File: config.mk
export PLATFORM = sky130hd
export DESIGN_NAME = cart_delayed_ram_writer
export DESIGN_NICKNAME = d
export VERILOG_FILES = /design/src/rtl/cart_delayed_ram_writer.sv
export SDC_FILE = /design/constraint.sdc
export NUM_CORES = 2
export LEC_CHECK = 0
export BUFFER_PORTS_ARGS = -buffer_cell sky130_fd_sc_hd__buf_2
export CAP_MARGIN = 15
export CORE_UTILIZATION = 50
export DETAILED_ROUTE_END_ITERATION = 8
export PLACE_DENSITY = 0.65
export SETUP_SLACK_MARGIN = 0.5
export SLEW_MARGIN = 20
export SYNTH_ARGS = -nofsm -noshare
export SYNTH_HDL_FRONTEND = slang
export SYNTH_SLANG_ARGS = --single-unit
File: constraint.sdc
create_clock -name clk -period 4.49 [get_ports clk]
set_input_delay 0.898 -clock clk [delete_from_list [all_inputs] [get_ports clk]]
set_output_delay 0.898 -clock clk [all_outputs]
set_load 0.02 [all_outputs]
File: src/rtl/cart_delayed_ram_writer.sv
module cart_delayed_ram_writer #(
  parameter int ADDR_W    = 16,
  parameter int DLY_W     = 3,
  parameter int WE_BIT    = 1,
  parameter int DATA_PAGE = 'hF0,
  parameter int CTRL_PAGE = 'hF1,
  parameter int RAM_PAGE  = 'hF8
) (
  input  logic              clk,
  input  logic              rst_n,
  input  logic              bus_valid,
  input  logic              bus_last,
  input  logic [ADDR_W-1:0] bus_addr,
  output logic [7:0]        data_out,
  output logic              data_oe
);
  localparam int PAGE_W = ADDR_W - 8;
  localparam int CNT_W  = DLY_W + 1;
  localparam int DEPTH  = 256;

  logic [7:0]       ctrl, held;
  logic             pending;
  logic [CNT_W-1:0] free_cnt, stamp;
  logic [7:0]       mem [DEPTH];

  wire [PAGE_W-1:0] page   = bus_addr[ADDR_W-1:8];
  wire [7:0]        off    = bus_addr[7:0];
  wire              wr_en  = ctrl[WE_BIT];
  wire [CNT_W-1:0]  dly    = {1'b0, ctrl[7:8-DLY_W]};
  wire              fin    = bus_valid && bus_last;
  wire              ctrl_ld = fin && page == PAGE_W'(CTRL_PAGE);
  wire              data_ph = fin && page == PAGE_W'(DATA_PAGE) && wr_en && dly != '0;
  wire              ram_hit = bus_valid && page == PAGE_W'(RAM_PAGE);
  wire [CNT_W-1:0]  gap    = free_cnt - stamp;
  wire              commit = fin && ram_hit && pending && wr_en && gap <= dly;

  assign data_oe  = ram_hit && !commit;
  assign data_out = data_oe ? mem[off] : 8'h00;

  always_ff @(posedge clk) begin
    if (!rst_n) begin
      free_cnt <= '0;
      stamp    <= '0;
      ctrl     <= 8'h00;
      held     <= 8'h00;
      pending  <= 1'b0;
    end else begin
      free_cnt <= free_cnt + 1'b1;
      if (ctrl_ld) begin
        ctrl    <= off;
        pending <= 1'b0;
      end else if (data_ph) begin
        held    <= off;
        stamp   <= free_cnt;
        pending <= 1'b1;
      end else if (commit || (pending && gap >= dly)) begin
        pending <= 1'b0;
      end
    end
  end

  always_ff @(posedge clk) begin
    if (!rst_n) begin
      for (int i = 0; i < DEPTH; i++) mem[i] <= 8'h00;
    end else if (commit) begin
      mem[off] <= held;
    end
  end

  AST_PEND_IN_WINDOW: assert property (@(posedge clk) disable iff (!rst_n)
    pending |-> (gap >= 1 && gap <= dly)) else $error("pending outside window");
  AST_CAPTURE_LATCH: assert property (@(posedge clk) disable iff (!rst_n)
    data_ph |=> (pending && held == $past(off))) else $error("capture lost");
  AST_COMMIT_CONSUMES: assert property (@(posedge clk) disable iff (!rst_n)
    commit |=> !pending) else $error("pending kept after commit");
  AST_WE_OFF_IDLE: assert property (@(posedge clk) disable iff (!rst_n)
    !wr_en |-> !pending) else $error("pending while disabled");
  AST_OE_RAM_ONLY: assert property (@(posedge clk) disable iff (!rst_n)
    data_oe |-> (bus_valid && page == PAGE_W'(RAM_PAGE))) else $error("stray drive");
  AST_CTRL_DROPS: assert property (@(posedge clk) disable iff (!rst_n)
    ctrl_ld |=> (!pending && ctrl == $past(off))) else $error("ctrl load");
endmodule

# [Word level (Yosys, flattened, before mapping)]
# Memories as Yosys holds them, arrays and structs flattened.
# Cells that the tools add are included.
[classes] n_bitwise=2 n_mux=10 reduce_logical=19 eq_ne=3 order_cmp=2 n_addsub=2
[op_table] cell="8-bit == test, second input constant" n=3
[op_table] cell="8-bit two-way mux" n=3
[op_table] cell="1-bit logical AND" n=12
[op_table] cell="8-bit OR reduction" n=1
[op_table] cell="1-bit two-way mux" n=7
[op_table] cell="4-bit by 1-bit adder with 4-bit output, second input constant" n=1
[op_table] cell="4-bit by 3-bit >= comparator with 1-bit output" n=1
[op_table] cell="4-bit by 3-bit <= comparator with 1-bit output" n=1
[op_table] cell="4-bit nonzero test" n=1
[op_table] cell="4-bit subtractor" n=1
[op_table] cell="1-bit inverter" n=2
[op_table] cell="2-bit AND reduction" n=1
[op_table] cell="2-bit nonzero test" n=1
[op_table] cell="2-bit OR reduction" n=1
[op_table] cell="1-bit logical NOT" n=1
[op_table] cell="1-bit logical OR" n=1
[word_totals] input_bits=20 n_memories=1 ramBits=2048 elab_cells=44 out_inout_bits=9 reg_bits=25
[mem_list] memory="mem" depth=256 width=8 rd=1 rd_clocked_by_memory_dff=0 write_ports=256 line="24" rtl="logic [7:0] mem [DEPTH];"

# [Depth between registers and ports, before layout]
[logic_depth] ltp_word=11 mapped_depth=14

# [Worst setup path before layout]
# Ideal clock, no wire load.
[synth_path] path_type="input-to-output" startpoint="in bus_addr[0]" endpoint="out data_out[6]" path_stages=12 arrival_ns=3.169 slack_ns=0.423 path_buffers=6 cell_sequence="buf_6 -> buf_6 -> buf_6 -> buf_4 -> buf_4 -> buf_6 -> mux2i_1 -> a22oi_1 -> nand2_1 -> a21oi_1 -> nor4_1 -> nor4_1"
[synth_between] elab_chain_cells=2
[synth_rtl] element="from (decl)" line="13" rtl="input logic [ADDR_W-1:0] bus_addr,"
[synth_rtl] element="memory read 256 x 8 bit"
[synth_rtl] element="8-bit two-way mux" line="38" rtl="assign data_out = data_oe ? mem[off] : 8'h00;"
[synth_rtl] element="to (decl)" line="14" rtl="output logic [7:0] data_out,"
# No other way between the ends.

# [Worst setup path in the final report]
[layout_path] startpoint="in bus_addr[1]" endpoint="out data_out[6]"
# The elaborated chain is that of the path after synthesis.

==> metrics.md <==
| Metric | Value |
|---|---|
| Status | complete, but fails checks |
| Violated checks | negative setup slack |
| Drt pass-1 iters | 6 |
| Synthesized instance count | 6385 |
| Die H | roughly 430 um |
| Minimum clock period | roughly 4700 ps |
| Max Cap Violations | 0 |
| H-Tree Depth | 4 |
| TritonCTS clock tree | done |
| Slowest CP cell | a211oi_1 |
| Peak VDD IR | 0.0003167 V |
| Post-Synthesis Cell Area | approximately 91000 um2 |
| Starting Density | 50.32% |
| Overall routed net length | roughly 280 mm |
| Max Fclk | 211.4 MHz |
| Data required time of the critical path | 3590 ps |
| Critical Path AT | ~3800 ps |
| Clock transition at path regs | about 60 ps |
| Area leader, netlist | edfxtp_1 |
| DIE WIDTH | between 400 and 500 um |
| Final Hold Viols | 0 |
| Antenna violations before repair | 3 |
| Number of synthesis warnings | 0 |
| Crit Path Class | in -> out |
| Switch share | ~22% |
| Slew headroom | 17.25% |
| Row Count | 156 |
| Gate power share | 7.7% |
| RSZ-0062 raised after global routing | true |
| Flop pwr share | 52.1% |
| Post-synthesis sequential area ratio | 68.09% |
| Clock network fraction of design power | 40.2% |
| Vias | 59020 |
| Number of global-route vias before repair | 57810 |
| Synth Flop Type | edfxtp_1 |
| Flops & latches, synth | ~2100 |
| First-pass GRT wire length | approximately 400 mm |
| Net Sw Power | 9.599 mW |
| Worst setup EP type | primary output |
| Clock sinks | about 2100 |
| Placer congestion estimate | between 0.9 and 1 |
| Yosys top cell area share | 67.62% |
| Most frequent cell after synthesis | nor2_1 |
| Worst-Skew Late Latency | a little under 900 ps |
| Core box area | 180700 um2 |
| Synth cell types | 66 |
| Crit path cell chain | buf_12 -> buf_12 -> inv_2 -> buf_4 -> nand2_1 -> o22ai_1 -> a211oi_1 -> a211oi_1 -> buf_4 -> nand2_8 -> nor4_4 -> buf_4 |
| Slew at the pin closest to its max-slew limit | 1241 ps |
| Crit path max fanout | 41 |
| Clk root buf | clkbuf_16 |
| Commonest cells in the netlist | nor2_1 (2087), edfxtp_1 (2048), mux4_2 (500) |
| P_int | 33.36 mW |
| Post-route DRC | 0 |
| Port buffer count | 28 |
| Area growth from synthesis to layout | 16.96% |
| N_diodes | 0 |
| Number of placed I/O pins | 29 |
| Pin count of the biggest net entering global routing | 161 |
| Total grt overflow | 0 |
| Hold crit path type | in -> reg |
| Drt initial violations | 8270 |
| Share of layout cells above drive strength 1 | 25.21% |
| Final Max Slew Viols | 0 |
| Post-DRT Antenna Nets | 0 |
| Power per cell area | slightly above 400 nW/um2 |
| Final worst slack | -240.5 ps |
| Dominant cells by area after synthesis | edfxtp_1 (68%), mux4_2 (12%), nor2_1 (8.6%), mux2i_1 (2.2%), clkbuf_1 (1.6%) |
| Leak Pwr | about 34 nW |
| Setup crit start kind | input port |
| Final Setup Violations | 7 |
| Final Total Pwr | 42.96 mW |
| Post-detail-place hpwl | 185.8 mm |
| DR vias/cell | around 6.3 |
| EDFF count, synth | 2048 |
| CP max stage delay | 470 ps |
| Clock buffer depth | 3 |
| GR Util All Layers | 30.00% |
| Most used cell, CP | buf_4 |
| Fin nets | 6904 |
| Post-synthesis net count | 6413 |
| Final period util | 105.4% |
| Syn Area/Cell | around 14 um2 |
| Routed wire per std cell | 29.34 um |
| Worst slack, placed | -724.6 ps |
| Post-synth ARST share | 0% |
| Clock skew | 42.48 ps |
| CTS buffer count | 209 |
| Die area | 183600 um2 |
stage by stage:
| stage | hold WS, ps | area (um2) | instances | setup TNS [ps] | utilization (%) |
|---|---|---|---|---|---|
| after detailed placement | 518.6 | 98900 | 9016 | -2904 | 54.72 |
| after global placement | 502.5 | 98900 | 9016 | -2872 | 54.72 |
| after CTS | 366.0 | 106000 | 9415 | -1659 | 58.66 |
| after global routing | 419.7 | 106400 | 9423 | -945.7 | 58.85 |
| final | 415.3 | 106400 | 9423 | -770.3 | 58.85 |
| after floorplan | 447.2 | 90950 | 6385 | 0 | - |
path summary, 6_finish.rpt:
path / start / endpoint / slack, ps / cells past startpoint
setup / recovery: bus_addr[1] / data_out[6] / -240 / 12
hold / removal: rst_n / pending / 420 / 3
setup reg to reg: free_cnt[0] / mem[42][5] / 520 / 14
hold reg to reg: stamp[2] / stamp[2] / 530 / 2
registers in the layout, summed over array words and instances (netlist names):
register  count
pending       1
mem        2048
held          8
free_cnt      4
ctrl          4
stamp         4
worst max-delay path: cells and delay by family:
| family | cells | cell delay [ps] |
|---|---|---|
| and+or+nand+nor | 3 | 650 |
| buffers and inverters | 6 | 1300 |
| AOI/OAI and AO/OA | 3 | 860 |
per-layer routing:
layer,up-vias,global-route usage (%),wire [um],part of all wire [%]
met5,-,0,0,0
met4,0,12.69,13010,4.7
met3,641,5.649,31210,11
met2,3713,47.48,129800,47
met1,30160,41.04,102400,37
li1,24500,-,-,-
layout by cell type (no fill, tap or decap), types with 14 or more instances in the layout:
cell       instances
nor2_1          2083
edfxtp_1        2048
buf_4            771
mux4_2           500
o21ai_0          259
nand2_1          230
clkbuf_16        214
mux2i_1          197
a22oi_1           80
buf_12            78
clkbuf_1          55
clkinv_1          49
nand3_1           44
clkinv_2          31
nor2b_1           26
a21oi_1           24
o211ai_1          23
o22ai_1           19
nand3_4           18
bufinv_16         17
buf_6             17
buf_2             14
logic make-up after synthesis:
logic type,share of synthesized area (%)
muxes,14.73
adders and majority gates,0.1183
buffers and inverters,3.104
and+or+nand+nor,10.74
AOI/OAI and AO/OA,3.184
DFF,68.09
xor gates and xnor gates,0.03853
repair_timing:
| action | in CTS | in global routing |
|---|---|---|
| hold buffers | 0 | 0 |
| endpoints found under the setup margin | 123 | 133 |
| pin swaps | 11 | 11 |
| gates cloned | 1 | 3 |
| endpoints found under the hold margin | 0 | 0 |
| gates resized for setup | 65 | 47 |
| buffers inserted | 10 | 5 |
layout make-up:
cell class,count,area [um2]
Clock buffer,274,5597
Clock inverter,114,1111
Fill cell,13710,74380
Inverter,9,33.78
Multi-Input combinational cell,3693,26760
Sequential cell,2069,61930
Tap cell,2370,2965
Timing Repair Buffer,894,7964
power by group through the flow:
stage               Combinational (mW)  Clock, mW  Sequential (mW)
floorplan                         1.76          0             22.7
global placement                  3.14          0             22.7
detailed placement                3.17          0             22.8
CTS                               3.22       17.4             22.4
global route                      3.40       18.1             22.5
finish                            3.30       17.3             22.4
Note: power is estimated with default switching activity, not from simulation.
